--- config.mk ---
export PLATFORM = sky130hd
export DESIGN_NAME = sbwt_cache
export DESIGN_NICKNAME = d
export VERILOG_FILES = /design/src/rtl/sbwt_pkg.sv /design/src/rtl/sbwt_tag_store.sv /design/src/rtl/sbwt_data_store.sv /design/src/rtl/sbwt_cache.sv
export SDC_FILE = /design/constraint.sdc
export NUM_CORES = 1
export LEC_CHECK = 0
export BUFFER_PORTS_ARGS = -buffer_cell sky130_fd_sc_hd__buf_4
export CORE_UTILIZATION = 55
export CTS_CLUSTER_SIZE = 40
export DETAILED_ROUTE_END_ITERATION = 16
export GPL_ROUTABILITY_DRIVEN = 0
export PLACE_DENSITY = 0.71
export SYNTH_ARGS = -nofsm -noshare
export SYNTH_HDL_FRONTEND = slang
export SYNTH_SLANG_ARGS = --single-unit
--- constraint.sdc ---
create_clock -name clk -period 19.8 [get_ports clk]
set_input_delay 1.98 -clock clk [delete_from_list [all_inputs] [get_ports clk]]
set_output_delay 1.98 -clock clk [all_outputs]
set_load 0.01 [all_outputs]
--- src/rtl/sbwt_pkg.sv ---
package sbwt_pkg;
    typedef enum logic {
        ST_IDLE = 1'b0,
        ST_FILL = 1'b1
    } sbwt_state_e;
endpackage

--- src/rtl/sbwt_tag_store.sv ---
module sbwt_tag_store #(
    parameter int LINES = 8,
    parameter int WORDS = 4,
    parameter int TAG_W = 5,
    localparam int IDX_W = $clog2(LINES),
    localparam int OFF_W = $clog2(WORDS)
) (
    input  logic             clk,
    input  logic             rst_n,
    input  logic [IDX_W-1:0] rd_idx,
    output logic [TAG_W-1:0] rd_tag,
    output logic [WORDS-1:0] rd_vld,
    input  logic             wr_en,
    input  logic [IDX_W-1:0] wr_idx,
    input  logic [OFF_W-1:0] wr_off,
    input  logic [TAG_W-1:0] wr_tag
);
    typedef struct packed {
        logic [LINES-1:0][TAG_W-1:0] tag;
        logic [LINES-1:0][WORDS-1:0] vld;
    } tstore_t;

    tstore_t ts_d, ts_q;

    always_comb begin
        ts_d = ts_q;
        if (wr_en) begin
            if (ts_q.tag[wr_idx] != wr_tag) begin
                // new owner of the line: every other word is dropped
                ts_d.tag[wr_idx] = wr_tag;
                ts_d.vld[wr_idx] = '0;
            end
            ts_d.vld[wr_idx][wr_off] = 1'b1;
        end
    end

    always_ff @(posedge clk) begin
        if (!rst_n) ts_q <= '0;
        else        ts_q <= ts_d;
    end

    assign rd_tag = ts_q.tag[rd_idx];
    assign rd_vld = ts_q.vld[rd_idx];

    // any update leaves the written word valid under the written tag
    p_wr_marks_valid_r4: assert property (@(posedge clk) disable iff (!rst_n)
        wr_en |=> (ts_q.vld[$past(wr_idx)][$past(wr_off)] &&
                   ts_q.tag[$past(wr_idx)] == $past(wr_tag)));

    // a re-tag leaves exactly one valid word in the line
    p_retag_single_r5: assert property (@(posedge clk) disable iff (!rst_n)
        (wr_en && ts_q.tag[wr_idx] != wr_tag) |=> $countones(ts_q.vld[$past(wr_idx)]) == 1);
endmodule

--- src/rtl/sbwt_data_store.sv ---
module sbwt_data_store #(
    parameter int DEPTH  = 32,
    parameter int DATA_W = 32,
    localparam int LOC_W = $clog2(DEPTH)
) (
    input  logic              clk,
    input  logic [LOC_W-1:0]  rd_loc,
    output logic [DATA_W-1:0] rd_data,
    input  logic              wr_en,
    input  logic [LOC_W-1:0]  wr_loc,
    input  logic [DATA_W-1:0] wr_data
);
    logic [DATA_W-1:0] arr_d [DEPTH];
    logic [DATA_W-1:0] arr_q [DEPTH];

    always_comb begin
        arr_d = arr_q;
        if (wr_en) arr_d[wr_loc] = wr_data;
    end

    always_ff @(posedge clk) begin
        arr_q <= arr_d;
    end

    assign rd_data = arr_q[rd_loc];
endmodule

--- src/rtl/sbwt_cache.sv ---
module sbwt_cache
    import sbwt_pkg::*;
#(
    parameter int ADDR_W = 10,
    parameter int DATA_W = 32,
    parameter int LINES  = 8,
    parameter int WORDS  = 4
) (
    input  logic              clk,
    input  logic              rst_n,
    input  logic              cpu_req,
    input  logic              cpu_we,
    input  logic [ADDR_W-1:0] cpu_addr,
    input  logic [DATA_W-1:0] cpu_wdata,
    output logic              cpu_ready,
    output logic              cpu_rvalid,
    output logic [DATA_W-1:0] cpu_rdata,
    output logic              mem_req,
    output logic              mem_we,
    output logic [ADDR_W-1:0] mem_addr,
    output logic [DATA_W-1:0] mem_wdata,
    input  logic              mem_ack,
    input  logic [DATA_W-1:0] mem_rdata
);
    localparam int OFF_W = $clog2(WORDS);
    localparam int IDX_W = $clog2(LINES);
    localparam int LOC_W = IDX_W + OFF_W;
    localparam int TAG_W = ADDR_W - LOC_W;

    typedef struct packed {
        sbwt_state_e       st;
        logic              pend_vld;
        logic [ADDR_W-1:0] pend_addr;
        logic [DATA_W-1:0] pend_data;
        logic [ADDR_W-1:0] miss_addr;
        logic              rvalid;
        logic [DATA_W-1:0] rdata;
    } ctl_t;

    ctl_t ctl_d, ctl_q;

    logic [ADDR_W-1:0] look_addr;
    logic [TAG_W-1:0]  line_tag;
    logic [WORDS-1:0]  line_vld;
    logic              look_hit;
    logic              pend_match;
    logic              ts_wr;
    logic              ds_wr;
    logic [LOC_W-1:0]  ds_wloc;
    logic [DATA_W-1:0] ds_wdata;
    logic [DATA_W-1:0] ds_rdata;

    assign look_addr  = (ctl_q.st == ST_FILL) ? ctl_q.miss_addr : cpu_addr;
    assign look_hit   = (line_tag == look_addr[ADDR_W-1:LOC_W]) && line_vld[look_addr[OFF_W-1:0]];
    assign pend_match = ctl_q.pend_vld && (ctl_q.pend_addr == cpu_addr);

    sbwt_tag_store #(.LINES(LINES), .WORDS(WORDS), .TAG_W(TAG_W)) u_tags (
        .clk    (clk),
        .rst_n  (rst_n),
        .rd_idx (look_addr[LOC_W-1:OFF_W]),
        .rd_tag (line_tag),
        .rd_vld (line_vld),
        .wr_en  (ts_wr),
        .wr_idx (look_addr[LOC_W-1:OFF_W]),
        .wr_off (look_addr[OFF_W-1:0]),
        .wr_tag (look_addr[ADDR_W-1:LOC_W])
    );

    sbwt_data_store #(.DEPTH(LINES * WORDS), .DATA_W(DATA_W)) u_data (
        .clk     (clk),
        .rd_loc  (cpu_addr[LOC_W-1:0]),
        .rd_data (ds_rdata),
        .wr_en   (ds_wr),
        .wr_loc  (ds_wloc),
        .wr_data (ds_wdata)
    );

    always_comb begin
        ctl_d        = ctl_q;
        ctl_d.rvalid = 1'b0;
        cpu_ready    = 1'b0;
        mem_req      = 1'b0;
        mem_we       = 1'b0;
        mem_addr     = cpu_addr;
        mem_wdata    = cpu_wdata;
        ts_wr        = 1'b0;
        ds_wr        = 1'b0;
        ds_wloc      = ctl_q.pend_addr[LOC_W-1:0];
        ds_wdata     = ctl_q.pend_data;
        unique case (ctl_q.st)
            ST_IDLE: begin
                if (cpu_req && cpu_we) begin
                    mem_req = 1'b1;
                    mem_we  = 1'b1;
                    if (mem_ack) begin
                        // stage 1 of this store, stage 2 of the previous one
                        cpu_ready       = 1'b1;
                        ts_wr           = 1'b1;
                        ds_wr           = ctl_q.pend_vld;
                        ctl_d.pend_vld  = 1'b1;
                        ctl_d.pend_addr = cpu_addr;
                        ctl_d.pend_data = cpu_wdata;
                    end
                end else if (cpu_req && look_hit) begin
                    cpu_ready    = 1'b1;
                    ctl_d.rvalid = 1'b1;
                    ctl_d.rdata  = pend_match ? ctl_q.pend_data : ds_rdata;
                end else if (cpu_req) begin
                    // empty the store pipeline before servicing the miss
                    ds_wr           = ctl_q.pend_vld;
                    ctl_d.pend_vld  = 1'b0;
                    ctl_d.miss_addr = cpu_addr;
                    ctl_d.st        = ST_FILL;
                end
            end
            ST_FILL: begin
                mem_req  = 1'b1;
                mem_addr = ctl_q.miss_addr;
                if (mem_ack) begin
                    cpu_ready    = 1'b1;
                    ts_wr        = 1'b1;
                    ds_wr        = 1'b1;
                    ds_wloc      = ctl_q.miss_addr[LOC_W-1:0];
                    ds_wdata     = mem_rdata;
                    ctl_d.rvalid = 1'b1;
                    ctl_d.rdata  = mem_rdata;
                    ctl_d.st     = ST_IDLE;
                end
            end
            default: ctl_d.st = ST_IDLE;
        endcase
    end

    always_ff @(posedge clk) begin
        if (!rst_n) ctl_q <= '0;
        else        ctl_q <= ctl_d;
    end

    assign cpu_rvalid = ctl_q.rvalid;
    assign cpu_rdata  = ctl_q.rdata;

    // no store is pending while a miss is serviced
    p_fill_pipe_empty_r10: assert property (@(posedge clk) disable iff (!rst_n)
        (ctl_q.st == ST_FILL) |-> !ctl_q.pend_vld);

    // an accepted store is on the memory port in the same cycle
    p_store_through_r2: assert property (@(posedge clk) disable iff (!rst_n)
        (cpu_req && cpu_we && cpu_ready) |->
            (mem_req && mem_we && mem_ack && mem_addr == cpu_addr && mem_wdata == cpu_wdata));

    // an accepted load delivers data on the following cycle
    p_load_returns_r6: assert property (@(posedge clk) disable iff (!rst_n)
        (cpu_req && !cpu_we && cpu_ready) |=> cpu_rvalid);

    // a load accepted without a fill touches no memory
    p_hit_no_mem_r6: assert property (@(posedge clk) disable iff (!rst_n)
        (ctl_q.st == ST_IDLE && cpu_req && !cpu_we && cpu_ready) |-> !mem_req);

    // a fill request stays steady until acknowledged
    p_fill_addr_stable_r7: assert property (@(posedge clk) disable iff (!rst_n)
        (mem_req && !mem_we && !mem_ack) |=> (mem_req && $stable(mem_addr)));
endmodule

==> flow_metrics.tcl <==
set metrics [dict create \
    post_cts_resized 0 \
    p_sw_mw 1.16 \
    dr.pass1.iters 6 \
    period_share_pct 37.3 \
    cts_tree "built" \
    dieArea_um2 86700 \
    cts_sinks 1183 \
    synthDistinctLibCells 64 \
    reg2reg_to "u_data.arr_q[217]$_DFFE_PP_" \
    clk_path_buf_depth 3 \
    power.share.sequential_pct 52.0 \
    worstHoldStart "ctl_q[40]$_SDFFE_PN0P_" \
    port_buffers 156 \
    ys_ff_latch 1183 \
    synth_nets 2765 \
    cap_violations 0 \
    layout.cells.non_filler 4014 \
    holdCritPathClass "reg -> reg" \
    ant_nets 0 \
    cts_root_buffer "clkbuf_16" \
    skew_ns 0.0369 \
    synth_area_leaders "edfxtp_1 65%, mux4_2 12%, dfxtp_1 6.8%, nand2_1 2.1%, a21oi_1 1.6%" \
    cpMaxStageDelayCell "or3_2" \
    rrSetupSlack_ns 14.31 \
    grtUsageTotal_pct 27.5 \
    fin_tns_setup_ns 0 \
    cts.reportedPaths.clkPinSlew_ns 0.06 \
    dp_hpwl_mm 69.9 \
    row_count 106 \
    insertion_delay_ns 0.70 \
    crit_chain "buf_8 -> mux2i_4 -> inv_2 -> nor2_1 -> a221oi_1 -> a221oi_2 -> or3_2 -> o21ai_0 -> buf_4" \
    syn_area_um2 47000 \
    layout-drive-gt1-share_pct 25.2 \
    finalHoldViolations 0 \
    synth_top_area_cell "edfxtp_1" \
    initial_utilization_pct 56.0 \
    fmax_ghz 0.136 \
    finalMaxSlewViolations 0 \
    routed_wirelength_mm 119 \
    slew_headroom_pct 9.37 \
    start_kind "input pin" \
    grt_pass1_vias 26100 \
    synth-async-reset-ratio_pct 0 \
    yosysSeqAreaShare_pct 72.1 \
    r2r_start "ctl_q[86]$_SDFF_PN0_" \
    antenna_found_initial 2 \
    ys.flop_type "edfxtp_1" \
    area_delta_synth_final_pct 12.9 \
    drc 0 \
    dr.first_iter.drc_count 3566 \
    worst_path_largest_cell_delay_ns 0.87 \
    crit_arrival_ns 5.40 \
    nNetsFinal 2857 \
    crit_buf_inv 3 \
    num_io_pins 157 \
    worst_pin_slew_ns 1.36 \
    end_kind "output port" \
    yosysTopAreaCellShare_pct 65.4 \
    comb_power_share_pct 6.2 \
    rsz0062_at_grt "no" \
    holdPathEnd "ctl_q[40]$_SDFFE_PN0P_" \
    status "completed" \
    syn_avg_cell_area_um2 17.5 \
    wire_per_inst_um 29.5 \
    min_path_cells 2 \
    cts.htree.levels 3 \
    setup_viol 0 \
    syn_inst 2686 \
    grt_max_degree 139 \
    cp_max_fo 83 \
    grt_overflow 0 \
    swShare_pct 22.2 \
    grt_pass1_wl_mm 173 \
    yosysWarnings 0 \
    holdBufCountCts 0 \
    cp_top_family "buffers and inverters" \
    routed_via_density 6.65 \
    p_int_mw 4.08 \
    period_minus_slack_ns 7.38 \
    required_ns 17.82 \
    chipWidth_um 294 \
    power_frac_clock_pct 41.8 \
    die-height_um 294 \
    dp_cells 3796 \
    power_leakage_nw 17.6 \
    numCtsBuffers 114 \
    via_count 26700 \
    cts_setup_buffers 0 \
    crit_type "in -> out" \
    ir_drop_v 0.0000780 \
    r2r_cells 11 \
    synth_edf_count 1024 \
    coreArea_um2 84100 \
    power.density_nw_per_um2 98.8 \
]
## logic make-up after synthesis
family / synth area share (%)
flops: 72.1
mux: 13.2
buf+inv: 2.91
simple gates: 4.37
compound gates: 7.13
xor+xnor: 0.258
## cells in the mapped netlist (all sizes together), types with 13 or more instances
library cell and count:
or3 24, mux4 256, nor2 21, a31oi 33, mux2i 29, o22ai 38
a32o 32, edfxtp 1024, o211ai 21, nor3 93, o21ai 15, a221oi 70
a22o 64, buf 141, nand2 269, inv 13, dfxtp 159, a21oi 147
clkbuf 110, and3 13
## stage by stage
step | power (mW) | cell area, um2 | utilization, % | worst slack (ns) | hold WS (ns)
2_1_floorplan | 2.98 | 47000 | - | 10.61 | 0.431
3_3_place_gp | 3.10 | 49300 | 58.6 | 12.52 | 0.439
3_5_place_dp | 3.10 | 49300 | 58.6 | 12.39 | 0.454
4_1_cts | 5.27 | 53100 | 63.2 | 12.42 | 0.463
5_1_grt | 5.39 | 53100 | 63.2 | 12.21 | 0.476
6_report | 5.25 | 53100 | 63.2 | 12.42 | 0.458
## worst reg2reg max path: stages, from the launching register on
cell       delay [ns]
dfxtp_1          0.31
buf_4            0.45
mux2i_4          0.62
inv_2            0.36
a2111oi_0        0.55
o21ai_1          0.15
xor2_1           0.26
nand4_4          0.46
o31ai_4          0.48
buf_4            0.82
a21oi_4          0.38
buf_4            0.37
## flip-flops by register name (all words and copies together) (netlist names)
register      cells
cpu_rvalid        1
u_tags.ts_q      72
cpu_rdata        32
u_data.arr_q   1024
ctl_q            54
## routing by layer
layer  routed length, um  vias up  GRT usage, %
li1                    -    11100             -
met1               47200    13900          39.6
met2               55900     1573          42.7
met3               12900      190          6.21
met4                2610        2          7.25
met5                  13        -             0
## worst max path at each step
stage,start,to,slack (ns),cells past startpoint
floorplan,cpu_addr[4],u_data.arr_q[736]$_DFFE_PP_,10.61,10
global placement,cpu_addr[2],cpu_ready,12.52,9
detailed placement,cpu_addr[2],cpu_ready,12.39,9
CTS,cpu_addr[2],cpu_ready,12.42,9
global route,cpu_addr[2],cpu_ready,12.21,9
finish,cpu_addr[2],cpu_ready,12.42,9
## cells in the final DEF, fill, tap and decap left out, types with 64 or more instances in the layout
cell type  instances
buf_4            224
clkbuf_16        116
a21oi_1          118
nand2_1          267
edfxtp_1        1024
dfxtp_1          159
a22o_1            64
nor3_1            92
a221oi_1          67
mux4_2           256
## power by group through the flow
stage          Combinational, mW  Clock [mW]  Sequential (mW)
2_1_floorplan              0.207           0             2.78
3_5_place_dp               0.322           0             2.78
5_1_grt                    0.344        2.31             2.73
4_1_cts                    0.323        2.22             2.73
6_report                   0.327        2.19             2.73
3_3_place_gp               0.314           0             2.78
## layout make-up
cell class / count / area [um2]
Tap cell: 1134 / 1420
Sequential cell: 1183 / 33900
Inverter: 13 / 52.6
Antenna cell: 2 / 5.00
Clock buffer: 132 / 2970
Multi-Input combinational cell: 1239 / 12200
Timing Repair Buffer: 227 / 1730
Clock inverter: 84 / 850
Fill cell: 5791 / 31000
(Power assumes the default switching activity.)
